## config.mk

```make
export PLATFORM = sky130hd
export DESIGN_NAME = rq_sched
export DESIGN_NICKNAME = d
export VERILOG_FILES = /design/src/rtl/rq_pkg.sv /design/src/rtl/rq_handle_map.sv /design/src/rtl/rq_key_step.sv /design/src/rtl/rq_sched.sv
export SDC_FILE = /design/constraint.sdc
export NUM_CORES = 2
export LEC_CHECK = 0
export BUFFER_PORTS_ARGS = -buffer_cell sky130_fd_sc_hd__buf_2
export CORE_ASPECT_RATIO = 0.8
export CORE_UTILIZATION = 30
export DETAILED_ROUTE_END_ITERATION = 6
export RECOVER_POWER = 25
export SYNTH_ARGS = -nofsm -noshare
export SYNTH_HDL_FRONTEND = slang
export SYNTH_SLANG_ARGS = --single-unit
```

## constraint.sdc

```tcl
create_clock -name clk -period 9.12 [get_ports clk]
set_clock_uncertainty 0.05 [all_clocks]
set_input_delay 0 -clock clk [delete_from_list [all_inputs] [get_ports clk]]
set_output_delay 0 -clock clk [all_outputs]
set_load 0.01 [all_outputs]
```

## src/rtl/rq_pkg.sv

```systemverilog
package rq_pkg;
    typedef enum logic [1:0] {
        OP_INSERT  = 2'd0,
        OP_REMOVE  = 2'd1,
        OP_SUSPEND = 2'd2,
        OP_RESUME  = 2'd3
    } rq_op_e;

    typedef enum logic [1:0] {
        SLOT_FREE   = 2'd0,
        SLOT_QUEUED = 2'd1,
        SLOT_PARKED = 2'd2
    } slot_st_e;

    typedef enum logic [1:0] {
        FSM_IDLE   = 2'd0,
        FSM_PLACE  = 2'd1,
        FSM_UNLINK = 2'd2
    } fsm_e;
endpackage

```

## src/rtl/rq_handle_map.sv

```systemverilog
module rq_handle_map #(
    parameter int N        = 8,
    parameter int HANDLE_W = 32,
    parameter int IW       = 3
) (
    input  logic [N-1:0][HANDLE_W-1:0] handles,
    input  logic [N-1:0]               used,
    input  logic [HANDLE_W-1:0]        probe,
    output logic                       hit,
    output logic [IW-1:0]              hit_slot,
    output logic                       has_free,
    output logic [IW-1:0]              free_slot
);
    logic [N-1:0] match;

    // one comparator per slot, only the binding table is searched in parallel
    for (genvar g = 0; g < N; g++) begin : g_cmp
        assign match[g] = used[g] && (handles[g] == probe);
    end

    always_comb begin
        hit       = 1'b0;
        hit_slot  = '0;
        has_free  = 1'b0;
        free_slot = '0;
        for (int i = N - 1; i >= 0; i--) begin
            if (match[i]) begin
                hit      = 1'b1;
                hit_slot = IW'(i);
            end
            if (!used[i]) begin
                has_free  = 1'b1;
                free_slot = IW'(i);
            end
        end
    end
endmodule

```

## src/rtl/rq_key_step.sv

```systemverilog
module rq_key_step #(
    parameter int KEY_W    = 16,
    parameter bit RELATIVE = 1'b1
) (
    input  logic [KEY_W-1:0] acc,
    input  logic [KEY_W-1:0] stored,
    input  logic [KEY_W-1:0] target,
    input  logic [KEY_W-1:0] succ_stored,
    output logic [KEY_W-1:0] cand,
    output logic             pass,
    output logic [KEY_W-1:0] place_key,
    output logic [KEY_W-1:0] succ_key,
    output logic [KEY_W-1:0] merged
);
    if (RELATIVE) begin : g_rel
        assign cand      = acc + stored;
        assign place_key = target - acc;
        assign succ_key  = cand - target;
        assign merged    = succ_stored + stored;
    end else begin : g_abs
        assign cand      = stored;
        assign place_key = target;
        assign succ_key  = stored;
        assign merged    = succ_stored;
    end

    // ties pass, so a new entry lands behind equal keys
    assign pass = (cand <= target);
endmodule

```

## src/rtl/rq_sched.sv

```systemverilog
module rq_sched
    import rq_pkg::*;
#(
    parameter int MAX_TASKS     = 8,
    parameter int HANDLE_W      = 32,
    parameter int KEY_W         = 16,
    parameter bit RELATIVE_KEYS = 1'b1
) (
    input  logic                clk,
    input  logic                rst_n,
    input  logic                cmd_valid,
    output logic                cmd_ready,
    input  logic [1:0]          cmd_op,
    input  logic [HANDLE_W-1:0] cmd_handle,
    input  logic [KEY_W-1:0]    cmd_key,
    output logic                busy,
    output logic                err,
    output logic                head_valid,
    output logic [HANDLE_W-1:0] head_handle,
    output logic [KEY_W-1:0]    head_key
);
    localparam int IW = (MAX_TASKS > 1) ? $clog2(MAX_TASKS) : 1;
    localparam int PW = $clog2(MAX_TASKS + 1);
    localparam logic [PW-1:0] NIL = PW'(MAX_TASKS);
    localparam int CW = $clog2(MAX_TASKS + 3) + 1;

    typedef struct packed {
        logic [MAX_TASKS-1:0][HANDLE_W-1:0] hdl;
        logic [MAX_TASKS-1:0][1:0]          st;
        logic [MAX_TASKS-1:0][KEY_W-1:0]    key;
        logic [MAX_TASKS-1:0][PW-1:0]       nxt;
        logic [PW-1:0]                      head;
        logic [1:0]                         fsm;
        logic [PW-1:0]                      cur;
        logic [PW-1:0]                      prev;
        logic [KEY_W-1:0]                   acc;
        logic [IW-1:0]                      tslot;
        logic [KEY_W-1:0]                   tkey;
        logic                               del_free;
        logic                               err;
    } regs_t;

    regs_t r_q, r_d;

    logic [MAX_TASKS-1:0] used;
    logic                 hit, has_free;
    logic [IW-1:0]        hit_slot, free_slot;
    logic [IW-1:0]        ci, pi, si, hi;
    logic [PW-1:0]        succ;
    logic [KEY_W-1:0]     cand, place_key, succ_key, merged;
    logic                 pass;
    logic                 cmd_fire;

    for (genvar g = 0; g < MAX_TASKS; g++) begin : g_used
        assign used[g] = (r_q.st[g] != SLOT_FREE);
    end

    rq_handle_map #(.N(MAX_TASKS), .HANDLE_W(HANDLE_W), .IW(IW)) u_map (
        .handles  (r_q.hdl),
        .used     (used),
        .probe    (cmd_handle),
        .hit      (hit),
        .hit_slot (hit_slot),
        .has_free (has_free),
        .free_slot(free_slot)
    );

    assign ci   = r_q.cur[IW-1:0];
    assign pi   = r_q.prev[IW-1:0];
    assign succ = r_q.nxt[ci];
    assign si   = succ[IW-1:0];
    assign hi   = r_q.head[IW-1:0];

    rq_key_step #(.KEY_W(KEY_W), .RELATIVE(RELATIVE_KEYS)) u_step (
        .acc        (r_q.acc),
        .stored     (r_q.key[ci]),
        .target     (r_q.tkey),
        .succ_stored(r_q.key[si]),
        .cand       (cand),
        .pass       (pass),
        .place_key  (place_key),
        .succ_key   (succ_key),
        .merged     (merged)
    );

    assign busy     = (r_q.fsm != FSM_IDLE);
    assign cmd_ready = !busy;
    assign cmd_fire = cmd_valid && !busy;

    always_comb begin
        r_d = r_q;
        unique case (r_q.fsm)
            FSM_IDLE: begin
                if (cmd_valid) begin
                    r_d.err  = 1'b0;
                    r_d.cur  = r_q.head;
                    r_d.prev = NIL;
                    r_d.acc  = '0;
                    unique case (cmd_op)
                        OP_INSERT: begin
                            if (hit || !has_free) begin
                                r_d.err = 1'b1;
                            end else begin
                                r_d.hdl[free_slot] = cmd_handle;
                                r_d.tslot = free_slot;
                                r_d.tkey  = cmd_key;
                                r_d.fsm   = FSM_PLACE;
                            end
                        end
                        OP_REMOVE: begin
                            if (!hit) begin
                                r_d.err = 1'b1;
                            end else if (r_q.st[hit_slot] == SLOT_PARKED) begin
                                r_d.st[hit_slot] = SLOT_FREE;
                            end else begin
                                r_d.tslot    = hit_slot;
                                r_d.del_free = 1'b1;
                                r_d.fsm      = FSM_UNLINK;
                            end
                        end
                        OP_SUSPEND: begin
                            if (!hit) begin
                                r_d.err = 1'b1;
                            end else if (r_q.st[hit_slot] == SLOT_QUEUED) begin
                                r_d.tslot    = hit_slot;
                                r_d.del_free = 1'b0;
                                r_d.fsm      = FSM_UNLINK;
                            end
                        end
                        default: begin
                            if (!hit) begin
                                r_d.err = 1'b1;
                            end else if (r_q.st[hit_slot] == SLOT_PARKED) begin
                                r_d.tslot = hit_slot;
                                r_d.tkey  = r_q.key[hit_slot];
                                r_d.fsm   = FSM_PLACE;
                            end
                        end
                    endcase
                end
            end
            FSM_PLACE: begin
                if (r_q.cur != NIL && pass) begin
                    r_d.prev = r_q.cur;
                    r_d.acc  = cand;
                    r_d.cur  = r_q.nxt[ci];
                end else begin
                    r_d.key[r_q.tslot] = place_key;
                    r_d.nxt[r_q.tslot] = r_q.cur;
                    if (r_q.cur != NIL) begin
                        r_d.key[ci] = succ_key;
                    end
                    if (r_q.prev == NIL) begin
                        r_d.head = PW'(r_q.tslot);
                    end else begin
                        r_d.nxt[pi] = PW'(r_q.tslot);
                    end
                    r_d.st[r_q.tslot] = SLOT_QUEUED;
                    r_d.fsm = FSM_IDLE;
                end
            end
            FSM_UNLINK: begin
                if (r_q.cur != PW'(r_q.tslot)) begin
                    r_d.prev = r_q.cur;
                    r_d.acc  = cand;
                    r_d.cur  = r_q.nxt[ci];
                end else begin
                    if (r_q.prev == NIL) begin
                        r_d.head = succ;
                    end else begin
                        r_d.nxt[pi] = succ;
                    end
                    if (succ != NIL) begin
                        r_d.key[si] = merged;
                    end
                    if (r_q.del_free) begin
                        r_d.st[r_q.tslot] = SLOT_FREE;
                    end else begin
                        r_d.st[r_q.tslot]  = SLOT_PARKED;
                        r_d.key[r_q.tslot] = cand;
                    end
                    r_d.fsm = FSM_IDLE;
                end
            end
            default: r_d.fsm = FSM_IDLE;
        endcase
    end

    always_ff @(posedge clk) begin
        if (!rst_n) begin
            r_q      <= '0;
            r_q.head <= NIL;
            r_q.cur  <= NIL;
            r_q.prev <= NIL;
        end else begin
            r_q <= r_d;
        end
    end

    assign err         = r_q.err;
    assign head_valid  = (r_q.head != NIL);
    assign head_handle = head_valid ? r_q.hdl[hi] : '0;
    assign head_key    = head_valid ? r_q.key[hi] : '0;

    // length of the current run of busy cycles, used to bound a walk
    logic [CW-1:0] busy_run;
    always_ff @(posedge clk) begin
        if (!rst_n) busy_run <= '0;
        else if (busy) busy_run <= busy_run + 1'b1;
        else busy_run <= '0;
    end

    AST_WALK_BOUNDED: assert property (@(posedge clk) disable iff (!rst_n)
        busy_run <= CW'(MAX_TASKS + 1));

    AST_HEAD_IS_QUEUED: assert property (@(posedge clk) disable iff (!rst_n)
        head_valid |-> (r_q.st[hi] == SLOT_QUEUED));

    AST_FULL_INSERT_ERR: assert property (@(posedge clk) disable iff (!rst_n)
        (cmd_fire && cmd_op == OP_INSERT && !hit && !has_free) |=> err);

    AST_UNBOUND_ERR: assert property (@(posedge clk) disable iff (!rst_n)
        (cmd_fire && cmd_op != OP_INSERT && !hit) |=> (err && !busy));

    AST_HEAD_HOLDS_IDLE: assert property (@(posedge clk) disable iff (!rst_n)
        (!busy && !cmd_fire) |=> ($stable(head_handle) && $stable(head_key)));
endmodule

```

After elaboration in Yosys (flattened, before gate mapping). Index checks and enable logic that the tools add are counted.

Output and inout bits: 52. Bits in registers: 483. Bits of input ports: 53. Word-level logic and storage cells: 280.

$lt $le $gt $ge: 14. Equality and inequality tests: 42. Multiplexer cells: 120. Add/sub/neg operators: 4. Reductions and logical operators: 47. Bitwise gates (word level): 12.

Operator list (count): 2-to-1 mux 128 bit (5); bitwise mux 128 bit (4); 2-to-1 mux 182 bit (2); case mux 164 bit (2 select lines) (1); bitwise mux 256 bit (1); equality test 32 bit (8); 2-to-1 mux 16 bit (13); binary-select mux 16 bit (select 3 bit) (4); 2-to-1 mux 32 bit (5); demux 16 bit (select 3 bit) (3); binary-select mux 32 bit (select 3 bit) (1); bitwise mux 32 bit (3); demux 32 bit (select 3 bit) (1); case mux 24 bit (3 select lines) (1); 2-to-1 mux 3 bit (20); 2-to-1 mux 19 bit (3); 2-to-1 mux 24 bit (2); case mux 16 bit (3 select lines) (1); 2-to-1 mux 47 bit (1); adder 16 bit (2); AND 16 bit (2); NOT 16 bit (2); case mux 16 bit (2 select lines) (1); subtractor 16 bit (2); 43 further kinds (151).

Logic depth before layout (Yosys ltp).
Depth after elaboration: 21. Depth in mapped cells: 33. Mapped depth without buffers: 28.

Hierarchy. A second synthesis with hierarchy kept.

Cell total of the unflattened synthesis: 4932. Area, all modules: 37846.3 um2.

By module, submodules not included: rq_sched (seq. area each 9669.3 um2, times used 1, area an instance 31450.2 um2, cells each 4083); rq_handle_map (seq. area each 0.0 um2, times used 1, area an instance 3274.4 um2, cells each 408); rq_key_step (seq. area each 0.0 um2, times used 1, area an instance 3121.7 um2, cells each 441).

Worst setup path after synthesis. OpenSTA, ideal clock, no wires.

Path kind: flip-flop to flip-flop. Start: register r_q (netlist bit ci[2]). End: register r_q[210] (netlist bit). Setup time: 0.151 ns. Slack: 1.805 ns. Clock period less this slack: 7.315 ns. Stages on the path, launching flop included: 33. Buffers on the path: 5. Arrival time: 7.114 ns. Data required time: 8.919 ns. Path through: dfxtp_1 -> clkbuf_1 -> clkbuf_1 -> nand2_1 -> nor2_1 -> clkbuf_1 -> buf_1 -> a22oi_1 -> nand4_1 -> ha_1 -> a21o_1 -> a21oi_1 -> o21bai_1 -> a21oi_1 -> o21bai_1 -> a211o_1 -> a2111oi_0 -> nor2_1 -> xnor2_1 -> clkinv_1 -> ha_1 -> a21o_1 -> a2111oi_0 -> o21ai_0 -> a211o_1 -> nand2_1 -> nor2_1 -> nand3_1 -> clkbuf_1 -> o31ai_1 -> a31o_2 -> a222oi_1 -> o311ai_0.

Word-level cells in the longest chain between the ends: 14. Elaborated cells on any way between the ends: 38. Classes of those cells: add/sub: 3; order compare: 5; eq/ne: 5; mux: 21; reduce/logical: 4.

Ends and longest elaborated chain: start, declared (RTL line rq_sched.sv:43) `regs_t r_q, r_d;`; start signal, assigned (RTL line rq_sched.sv:196) `r_q <= r_d;`; parallel branches: the longest is 14 deep, another holds adder 16 bit.

Several ways; the timed one is not identified. The select of a mux whose other input is x is not followed. A chain may end at the register's enable or synchronous reset.

Final worst setup path.
Start: register r_q (netlist bit ci[0]). End: register r_q[186] (netlist bit).

The elaborated chain is that of the path after synthesis.

==> out/qor.yml <==
setup_path:
  slowest_stage: "buf_4"
  cp.required_ps: 9640
  crit_arrival_ps: 9100
  cpPeakStageDelay_ps: 830
  r2r_slack_ps: 540
  rr_startpoint: "ci[0]"
  r2r_cells: 29
  cp-start-kind: "flop"
  end_kind: "flop"
  r2r_end: "r_q[186]"
  path_class: "flop to flop"
  path_max_fanout: 76
sta:
  fin_tns_setup_ps: 0
  finalHoldViolCount: 0
  whs_ps: 169.6
  relSlewSlack_pct: -123.6
  setup_slack_ps: 536.4
  slew_viol_final: 204
  fmax_ghz: 0.1165
  finalCritPeriodShare_pct: 94.12
  tightest_slew_ps: 3354
  period_needed_ps: 8584
  rsz0062_at_grt: "false"
  setup_violations: 0
clocking:
  root_buffer: "clkbuf_16"
  cts_sinks: 483
  cts_buffer_depth: 3
  cts_setup_buffers: 0
  htreeDepth: 2
  cts-buffers-inserted: 61
  clk_latency_ps: 730
  cts_tree: "done"
  ctsHoldBuffers: 56
  post_cts_resize_count: 0
  clk_pin_slew_ps: 60
global_route:
  grt_overflow: 0
  grt_max_degree: 176
  grt_pass1_vias: 35290
  track_usage_pct: 28.26
  antenna_found_initial: 5
  grt_pass1_wl_um: 261600
run:
  drv_cap: 5
route:
  route.detailed.wl_per_inst_um: 29.24
  via_count: 39910
  drtPass1Iterations: 7
  avgViaCountPerCell: 6.300
  routed_wl_um: 185300
  remaining_drc_errors: 32
  drt.antenna.violating_nets: 0
  drtIter0Drc: 6674
power_and_ir_drop:
  p_leak_uw: 0.01584
  power_density_nw_per_um2: 131.5
  ir_worst_vdd_mv: 0.1687
  finalPower_uw: 5508
hold_path:
  hold_class: "primary input to flop"
  min_path_cells: 5
  hold_end: "r_q[10]"
  hp-start: "cmd_key[8]"
floorplan:
  die_y_um: 317.2
  row_count: 115
  io_pins: 105
  start_util_pct: 30.28
  placeableCoreArea_um2: 123000
  die_w_um: 396.0
  dieArea_um2: 125600
yosys:
  yosys.area.top_type: "dfxtp_1"
  synth_compound_area_share_pct: 21.90
  syn_inst: 4726
  avgSynthCellArea_um2: 7.882
  ys_seq_elements: 483
  synth_mux_area_share_pct: 16.96
  synth.distinct_cells: 92
  netlist_top_cells_area: "dfxtp_1, mux2i_1, nor2_1"
  ys.flop_type: "dfxtp_1"
  synthXorXnorAreaFrac_pct: 7.313
  synthSimpleGateAreaFrac_pct: 19.53
  mappedNetlistArea_um2: 37250
  syn-num-nets: 4850
  synth-edff-count: 0
  yosys_warnings: 0
  yosys.area.top_type_share_pct: 25.96
  synth_top_family_by_area: "compound AO/OA/AOI/OAI gates"
  seq_area_frac_synth_pct: 25.96
  synthAdderAreaFrac_pct: 2.466
  async_reset_ff_share_pct: 0
place:
  pre_cts_ws_ps: 753.4
  gp_congestion: 1.030
  portBuffers: 104
  dp_hpwl_um: 125300
outcome:
  violations: "design-rule violations, max-capacitance violations, max-slew violations"
  run_status: "finished, violations left"
finish:
  layout_commonest_cell: "nor2_1"
  post-route-util_pct: 34.04
  drive_gt1_share_pct: 10.52
  syn_to_final_growth_pct: 12.42
  final_cell_mix: "nor2_1, dfxtp_1, nand2_1"
  nets: 4768
==> metrics by stage <==
stage | cells | area, um2
2_1_floorplan | 4726 | 37250
3_3_place_gp | 6163 | 39210
3_5_place_dp | 6163 | 39210
4_1_cts | 6334 | 41980
5_1_grt | 6334 | 41870
6_report | 6336 | 41870
==> layer usage <==
layer / share of wire (%) / global-route usage (%)
met5: 0.13 / 0
met4: 5.1 / 12.62
met3: 15 / 9.771
met2: 39 / 38.66
met1: 41 / 39.43
==> power by group <==
group / switching, uW / total [uW] / leakage [uW] / internal [uW]
clock network: 1120 / 2700 / 0.00109 / 1580
logic: 449 / 638 / 0.0109 / 189
registers: 37.8 / 2170 / 0.00390 / 2130
==> cell usage after synthesis, types with 97 or more instances <==
master      n
mux4_2    101
xnor2_1   175
xor2_1    136
dfxtp_1   483
nand2_1   456
a211oi_1  173
o21ai_0   192
o211ai_1  119
clkbuf_1  290
inv_1      97
nor3_1    114
a21oi_1   262
mux2i_1   379
nand3_1    97
nor2_1    648
==> worst max path at each step <==
stage          start        to  slack [ps]  depth (start not counted)
3_3_place_gp   ci[1]  r_q[136]         900                         30
4_1_cts        ci[0]  r_q[163]         760                         28
3_5_place_dp   ci[1]  r_q[136]         750                         30
6_report       ci[0]  r_q[186]         540                         29
2_1_floorplan  ci[2]  r_q[210]        1810                         32
5_1_grt        ci[1]   r_q[88]          70                         30
==> area by class of cell <==
cell class	count	area [um2]
clock inverters	30	445.4
repair buffers	283	1939
well taps	1638	2049
fillers	12760	81150
diodes	2	5.005
flip-flops and latches	483	9677
clock buffers	85	1767
inverters	104	397.9
multi-input cells	3711	25590
==> critical path, delay by kind of cell, from the launching register on <==
kind | cells | cell delay, ps
flops | 1 | 690
buf+inv | 5 | 2050
xor+xnor | 1 | 290
simple gates | 9 | 1630
compound gates | 12 | 2880
fa+ha+maj | 2 | 830
==> flip-flops by register name (all words and copies together), names as in the netlist <==
name,cells
err,1
hi,3
pi,3
r_q,473
ci,3
==> cell families after synthesis <==
kind of cell,Yosys count
simple gates,1622
compound gates,1205
buf+inv,532
mux,502
flops,483
xor+xnor,311
fa+ha+maj,71
No activity file was read; power rests on OpenSTA's default activity.
